## src/rtl/led_show_pkg.sv

```systemverilog
package led_show_pkg;

    typedef enum logic [1:0] {
        PAT_HEART,
        PAT_BREATH,
        PAT_FLOW1,
        PAT_FLOW2
    } pattern_e;

    typedef enum logic [2:0] {
        ST_HB_PEAK1,
        ST_HB_GAP,
        ST_HB_PEAK2,
        ST_HB_REST,
        ST_BR_UP,
        ST_BR_DOWN,
        ST_FL_FILL,
        ST_FL_FADE
    } anim_state_e;

endpackage

```

## src/rtl/led_step_prescaler.sv

```systemverilog
module led_step_prescaler #(
    parameter int SW_W       = 4,
    parameter int STEP_SHIFT = 16
) (
    input  logic            clk,
    input  logic            rst,
    input  logic            restart,
    input  logic [SW_W-1:0] rate,
    output logic            step_tick
);
    localparam int CNT_W = SW_W + STEP_SHIFT + 1;

    logic [CNT_W-1:0] cnt;
    logic [CNT_W-1:0] last_cnt;

    // period = (rate + 1) << STEP_SHIFT, tick on its final cycle
    assign last_cnt  = ((CNT_W'(rate) + CNT_W'(1)) << STEP_SHIFT) - CNT_W'(1);
    assign step_tick = (cnt >= last_cnt);

    always_ff @(posedge clk) begin
        if (rst || restart) begin
            cnt <= '0;
        end else if (step_tick) begin
            cnt <= '0;
        end else begin
            cnt <= cnt + CNT_W'(1);
        end
    end

endmodule

```

## src/rtl/led_pwm_bank.sv

```systemverilog
module led_pwm_bank #(
    parameter int N  = 8,
    parameter int DW = 8
) (
    input  logic                 clk,
    input  logic                 rst,
    input  logic [N-1:0][DW-1:0] duty,
    output logic [DW-1:0]        pwm_cnt,
    output logic [N-1:0]         leds
);
    always_ff @(posedge clk) begin
        if (rst) begin
            pwm_cnt <= '0;
        end else begin
            pwm_cnt <= pwm_cnt + DW'(1);
        end
    end

    for (genvar g = 0; g < N; g++) begin : g_cmp
        assign leds[g] = (pwm_cnt < duty[g]);
    end

endmodule

```

## src/rtl/led_anim_fsm.sv

```systemverilog
module led_anim_fsm
    import led_show_pkg::*;
#(
    parameter int N              = 8,
    parameter int DW             = 8,
    parameter int HB_PHASE_STEPS = 4,
    parameter int RAMP_STEP      = 32
) (
    input  logic                 clk,
    input  logic                 rst,
    input  logic [3:0]           btn,
    input  logic                 step_tick,
    output logic                 btn_hit,
    output pattern_e             pattern,
    output anim_state_e          state,
    output logic [N-1:0][DW-1:0] duty
);
    localparam int IDX_W = $clog2(N + 1);
    localparam int PH_W  = $clog2(HB_PHASE_STEPS + 1);
    localparam logic [PH_W-1:0]  PH_LAST  = PH_W'(HB_PHASE_STEPS - 1);
    localparam logic [IDX_W-1:0] IDX_LAST = IDX_W'(N - 1);
    localparam logic [IDX_W-1:0] IDX_ALL  = IDX_W'(N);
    localparam logic [IDX_W-1:0] IDX_HALF = IDX_W'(N / 2);
    localparam logic [DW-1:0]    FULL     = '1;
    localparam logic [DW-1:0]    HALF     = {1'b1, {(DW-1){1'b0}}};
    localparam logic [DW-1:0]    RAMP     = DW'(RAMP_STEP);
    localparam logic [DW-1:0]    RISE_MAX = FULL - RAMP;

    pattern_e          pat_n, sel;
    anim_state_e       st_n;
    logic [IDX_W-1:0]  idx, idx_n, idx_inc, fill_limit;
    logic [DW-1:0]     level, lvl_n;
    logic [PH_W-1:0]   phase, ph_n;

    assign btn_hit    = |btn;
    assign idx_inc    = (idx == IDX_LAST) ? '0 : idx + IDX_W'(1);
    assign fill_limit = (pattern == PAT_FLOW2) ? IDX_HALF : IDX_ALL;

    always_comb begin
        if (btn[0])      sel = PAT_HEART;
        else if (btn[1]) sel = PAT_BREATH;
        else if (btn[2]) sel = PAT_FLOW1;
        else             sel = PAT_FLOW2;
    end

    // next-state logic
    always_comb begin
        pat_n = pattern;
        st_n  = state;
        idx_n = idx;
        lvl_n = level;
        ph_n  = phase;
        if (btn_hit) begin
            pat_n = sel;
            idx_n = '0;
            lvl_n = '0;
            ph_n  = '0;
            unique case (sel)
                PAT_HEART:  st_n = ST_HB_PEAK1;
                PAT_BREATH: st_n = ST_BR_UP;
                default:    st_n = ST_FL_FILL;
            endcase
        end else if (step_tick) begin
            unique case (state)
                ST_HB_PEAK1, ST_HB_GAP, ST_HB_PEAK2, ST_HB_REST: begin
                    if (phase == PH_LAST) begin
                        ph_n = '0;
                        case (state)
                            ST_HB_PEAK1: st_n = ST_HB_GAP;
                            ST_HB_GAP:   st_n = ST_HB_PEAK2;
                            ST_HB_PEAK2: st_n = ST_HB_REST;
                            default: begin
                                st_n  = ST_HB_PEAK1;
                                idx_n = idx_inc;
                            end
                        endcase
                    end else begin
                        ph_n = phase + PH_W'(1);
                    end
                end
                ST_BR_UP: begin
                    if (level > RISE_MAX) st_n = ST_BR_DOWN;
                    else                  lvl_n = level + RAMP;
                end
                ST_BR_DOWN: begin
                    if (level < RAMP) begin
                        lvl_n = '0;
                        st_n  = ST_BR_UP;
                        idx_n = idx_inc;
                    end else begin
                        lvl_n = level - RAMP;
                    end
                end
                ST_FL_FILL: begin
                    if (idx == fill_limit) begin
                        st_n  = ST_FL_FADE;
                        lvl_n = FULL;
                    end else begin
                        idx_n = idx + IDX_W'(1);
                    end
                end
                ST_FL_FADE: begin
                    if (level < RAMP) begin
                        lvl_n = '0;
                        idx_n = '0;
                        st_n  = ST_FL_FILL;
                    end else begin
                        lvl_n = level - RAMP;
                    end
                end
            endcase
        end
    end

    // state register
    always_ff @(posedge clk) begin
        if (rst) begin
            pattern <= PAT_HEART;
            state   <= ST_HB_PEAK1;
            idx     <= '0;
            level   <= '0;
            phase   <= '0;
        end else begin
            pattern <= pat_n;
            state   <= st_n;
            idx     <= idx_n;
            level   <= lvl_n;
            phase   <= ph_n;
        end
    end

    // outputs: per-LED duty
    always_comb begin
        for (int i = 0; i < N; i++) begin
            duty[i] = '0;
            unique case (state)
                ST_HB_PEAK1: if (IDX_W'(i) == idx) duty[i] = FULL;
                ST_HB_PEAK2: if (IDX_W'(i) == idx) duty[i] = HALF;
                ST_BR_UP, ST_BR_DOWN: if (IDX_W'(i) == idx) duty[i] = level;
                ST_FL_FILL: begin
                    if ((IDX_W'(i) < idx) ||
                        ((pattern == PAT_FLOW2) && (IDX_W'(i) >= IDX_ALL - idx)))
                        duty[i] = FULL;
                end
                ST_FL_FADE: duty[i] = level;
                default: duty[i] = '0;
            endcase
        end
    end

endmodule

```

## src/rtl/led_show_seq.sv

```systemverilog
module led_show_seq
    import led_show_pkg::*;
#(
    parameter int N_LEDS         = 8,
    parameter int SW_W           = 4,
    parameter int DUTY_W         = 8,
    parameter int STEP_SHIFT     = 16,
    parameter int HB_PHASE_STEPS = 4,
    parameter int RAMP_STEP      = 32
) (
    input  logic              clk,
    input  logic              rst,
    input  logic [3:0]        btn_sel,
    input  logic [SW_W-1:0]   speed_sw,
    output logic [N_LEDS-1:0] leds
);
    logic                          step_tick;
    logic                          btn_hit;
    pattern_e                      pattern;
    anim_state_e                   state;
    logic [N_LEDS-1:0][DUTY_W-1:0] duty;
    logic [DUTY_W-1:0]             pwm_cnt;

    led_step_prescaler #(
        .SW_W       (SW_W),
        .STEP_SHIFT (STEP_SHIFT)
    ) u_presc (
        .clk       (clk),
        .rst       (rst),
        .restart   (btn_hit),
        .rate      (speed_sw),
        .step_tick (step_tick)
    );

    led_anim_fsm #(
        .N              (N_LEDS),
        .DW             (DUTY_W),
        .HB_PHASE_STEPS (HB_PHASE_STEPS),
        .RAMP_STEP      (RAMP_STEP)
    ) u_fsm (
        .clk       (clk),
        .rst       (rst),
        .btn       (btn_sel),
        .step_tick (step_tick),
        .btn_hit   (btn_hit),
        .pattern   (pattern),
        .state     (state),
        .duty      (duty)
    );

    led_pwm_bank #(
        .N  (N_LEDS),
        .DW (DUTY_W)
    ) u_pwm (
        .clk     (clk),
        .rst     (rst),
        .duty    (duty),
        .pwm_cnt (pwm_cnt),
        .leds    (leds)
    );

endmodule

```

## config.mk

```make
export PLATFORM = sky130hd
export DESIGN_NAME = led_show_seq
export DESIGN_NICKNAME = d
export VERILOG_FILES = /design/src/rtl/led_show_pkg.sv /design/src/rtl/led_step_prescaler.sv /design/src/rtl/led_pwm_bank.sv /design/src/rtl/led_anim_fsm.sv /design/src/rtl/led_show_seq.sv
export SDC_FILE = /design/constraint.sdc
export NUM_CORES = 1
export LEC_CHECK = 0
export CORE_MARGIN = 1.5
export CORE_UTILIZATION = 30
export DETAILED_ROUTE_END_ITERATION = 8
export DONT_BUFFER_PORTS = 1
export SETUP_SLACK_MARGIN = 0.15
export SLEW_MARGIN = 20
export SYNTH_ARGS = -nofsm -noshare
export SYNTH_HDL_FRONTEND = slang
export SYNTH_SLANG_ARGS = --single-unit
```

## constraint.sdc

```tcl
create_clock -name clk -period 3.4 [get_ports clk]
set_input_delay 0.68 -clock clk [delete_from_list [all_inputs] [get_ports clk]]
set_output_delay 0.68 -clock clk [all_outputs]
set_load 0.01 [all_outputs]
```

==> flow_summary.yaml <==
clock_network:
  numCtsBuffers: 5
  clkSlewWorstSetupHoldPaths_ps: 70
  clockRootBuffer: "clkbuf_16"
  numClockSinks: 45
  clkLatencyLatePin_ps: 290
  cts.path.max_buffers: 2
  h-tree-depth: 2
  ctsHoldBuffers: 0
  cts_tree: "done"
global_route:
  use_met3: 0.0268
  grt_pass1_vias: 4017
  grt.met1_usage: 0.199
  busiest_layer: "met2"
  track_usage: 0.159
  antenna_found_initial: 0
  met2_usage: 0.279
  grt_overflow: 0
  grt_max_degree: 21
  grt_pass1_wl_um: 19100
setup_path:
  worst_ep_arrival_time_ps: 2880
  critical-path-slowest-cell: "dfxtp_4"
  end_kind: "primary output"
  crit_type: "flop to primary output"
  path_max_fanout: 4
  start_kind: "flop"
  r2r_end: "u_fsm.level[7]"
  slowest_delay_ps: 370
  r2r_slack_ps: 1250
  crit_chain: "buf_4, buf_4, ha_1, a21oi_2, a21oi_1, a41o_1, a31oi_1, ha_1, a21o_1, a21o_1, a21o_1, o41ai_4"
  required_ps: 2720
  reg2reg_from: "u_presc.cnt[19]"
  reg2regPathDepth: 7
  cpMostUsedCell: "a21o_1"
floorplan:
  die_w_um: 121
  start_util: 0.306
  pin_count: 18
  die_y_um: 121
  dieArea_um2: 14700
  rows: 43
  coreArea_um2: 13800
drt:
  vias: 4092
  firstDrtPassIters: 4
  wl_um: 11600
  detail-route-antenna-nets: 0
  via_per_inst: 5.36
  drtIter0Drc: 248
  drc: 0
  wl_per_cell_um: 15.2
synth:
  synth-main-ff-cell: "dfxtp_1"
  yosys_register_bits: 45
  synth_fp_nets: 618
  avgSynthCellArea_um2: 7.87
  async_flop_share: 0
  yosysWarnings: 0
  synth_cells: 535
  synth_cell_types: 58
  syn_area_um2: 4210
  synth-seq-area-share: 0.214
  synth_edf_count: 0
place:
  gp_congestion: 0.918
  place_inst: 728
  port_buffers: 0
  dp_hpwl_um: 8350
cells_and_area:
  final_common_cell: "ha_1"
  stdcell_count: 763
  post-route-util: 0.388
  n_fill_cell: 1420
  drive_above_1_share: 0.242
  final_cell_mix: "ha_1, nor2_1, buf_4"
  n_antenna_cell: 0
  areaGrowthSynthToFinish_pct: 27.1
  multi_input_area_um2: 3510
  seq_area_um2: 913
  fin_nets: 665
sta:
  rsz0062_at_grt: "yes"
  timing.hold.ws_ps: 441
  fin_tns_setup_ps: -597
  min_period_ps: 3560
  finalClockSkew_ps: 6.78
  layout_worst_path_cycle_share: 1.05
  tightest_slew_ps: 668
  finalHoldViolCount: 0
  maxSlewHeadroom: 0.551
  setup_viol: 5
  max_freq_ghz: 0.281
  drv_slew: 0
  layout_setup_ws_ps: -161
run_status:
  violations: "negative setup slack"
  status: "complete, but fails checks"
pwr:
  pwr-share-seq: 0.430
  ir_worst_vdd_v: 0.000256
  switchingPower_mw: 0.361
  combPwrFrac: 0.180
  p_int_mw: 0.917
  switching_share: 0.282
  pwr-share-clk: 0.390
  total_leakage_power_nw: 2.22
  p_total_mw: 1.28
  power_density_nw_per_um2: 239
worst_hold_path:
  holdPathStages: 2
  hold_path_class: "flop to flop"
  min-delay-start: "u_fsm.phase[2]"
  worstHoldEndpoint: "u_fsm.phase[2]"
job:
  drv_cap: 0
==> worst max-delay path by stage <==
stage / start / end / depth (start not counted) / slack (ps)
floorplan: u_fsm.idx[1] / leds[6] / 13 / 120
global placement: speed_sw[0] / u_fsm.level[7] / 13 / 80
detailed placement: speed_sw[0] / u_fsm.level[7] / 13 / -10
CTS: u_fsm.idx[1] / leds[6] / 12 / -150
global route: u_fsm.idx[1] / leds[6] / 12 / -290
finish: u_fsm.idx[1] / leds[6] / 12 / -160
==> state kept, by name (all words and copies together) (netlist names) <==
register,cells
u_presc.cnt,21
u_pwm.pwm_cnt,8
u_fsm.idx,4
u_fsm.level,4
u_fsm.phase,3
u_fsm.state,3
u_fsm.pattern,2
==> routing by layer <==
metal | routed length [um] | share of wire
met1 | 5410 | 0.47
met2 | 5670 | 0.49
met3 | 360 | 0.031
met4 | 177 | 0.015
met5 | 0 | 0
==> cells in the mapped netlist (13+ instances only) <==
| master | number | area, um^2 |
|---|---|---|
| a21o_1 | 14 | 105 |
| a21oi_1 | 59 | 295 |
| and3_1 | 13 | 81.3 |
| dfxtp_1 | 45 | 901 |
| ha_1 | 73 | 913 |
| inv_1 | 14 | 52.6 |
| nand2_1 | 38 | 143 |
| nand3_1 | 16 | 80.1 |
| nor2_1 | 69 | 259 |
| nor3_1 | 14 | 70.1 |
| o21ai_0 | 26 | 130 |
| xor2_1 | 19 | 166 |
==> area by class of cell <==
class | count | share of cell area
repair buffers | 58 | 0.0910
inverters | 14 | 0.0117
flip-flops and latches | 45 | 0.171
well taps | 180 | 0.0421
multi-input cells | 458 | 0.657
clock inverters | 3 | 0.00421
clock buffers | 5 | 0.0234
==> power groups by stage <==
stage / Clock [mW] / Sequential [mW] / Combinational [mW]
after floorplan: 0 / 0.552 / 0.148
after global placement: 0 / 0.562 / 0.182
after detailed placement: 0 / 0.562 / 0.192
after CTS: 0.510 / 0.548 / 0.212
after global routing: 0.534 / 0.551 / 0.258
final: 0.499 / 0.550 / 0.230
==> logic make-up after synthesis <==
kind of cell	after synthesis	synth area share
AOI/OAI and AO/OA	155	0.241
adders and majority gates	73	0.217
and+or+nand+nor	198	0.229
buffers and inverters	32	0.0312
DFF	45	0.214
muxes	4	0.00952
xor gates and xnor gates	28	0.0583
==> worst max-delay path, delay by kind of cell (launching register included) <==
kind / cells / cell delay [ps]
AOI/OAI and AO/OA: 8 / 1460
adders and majority gates: 2 / 490
buffers and inverters: 2 / 260
DFF: 1 / 370
==> through the flow <==
step                      worst slack, ps  instance area, um^2
after floorplan                       118                 4290
after global placement               80.3                 4650
after detailed placement            -12.0                 4650
after CTS                            -149                 5060
after global routing                 -292                 5350
final                                -161                 5350
==> repair_timing <==
item,4_1_cts,5_1_grt
gates cloned,0,0
pin swaps,31,21
resized for setup,45,39
endpoints found under the setup margin,8,17
setup buffers,13,14
No activity file was read; power rests on OpenSTA's default activity.
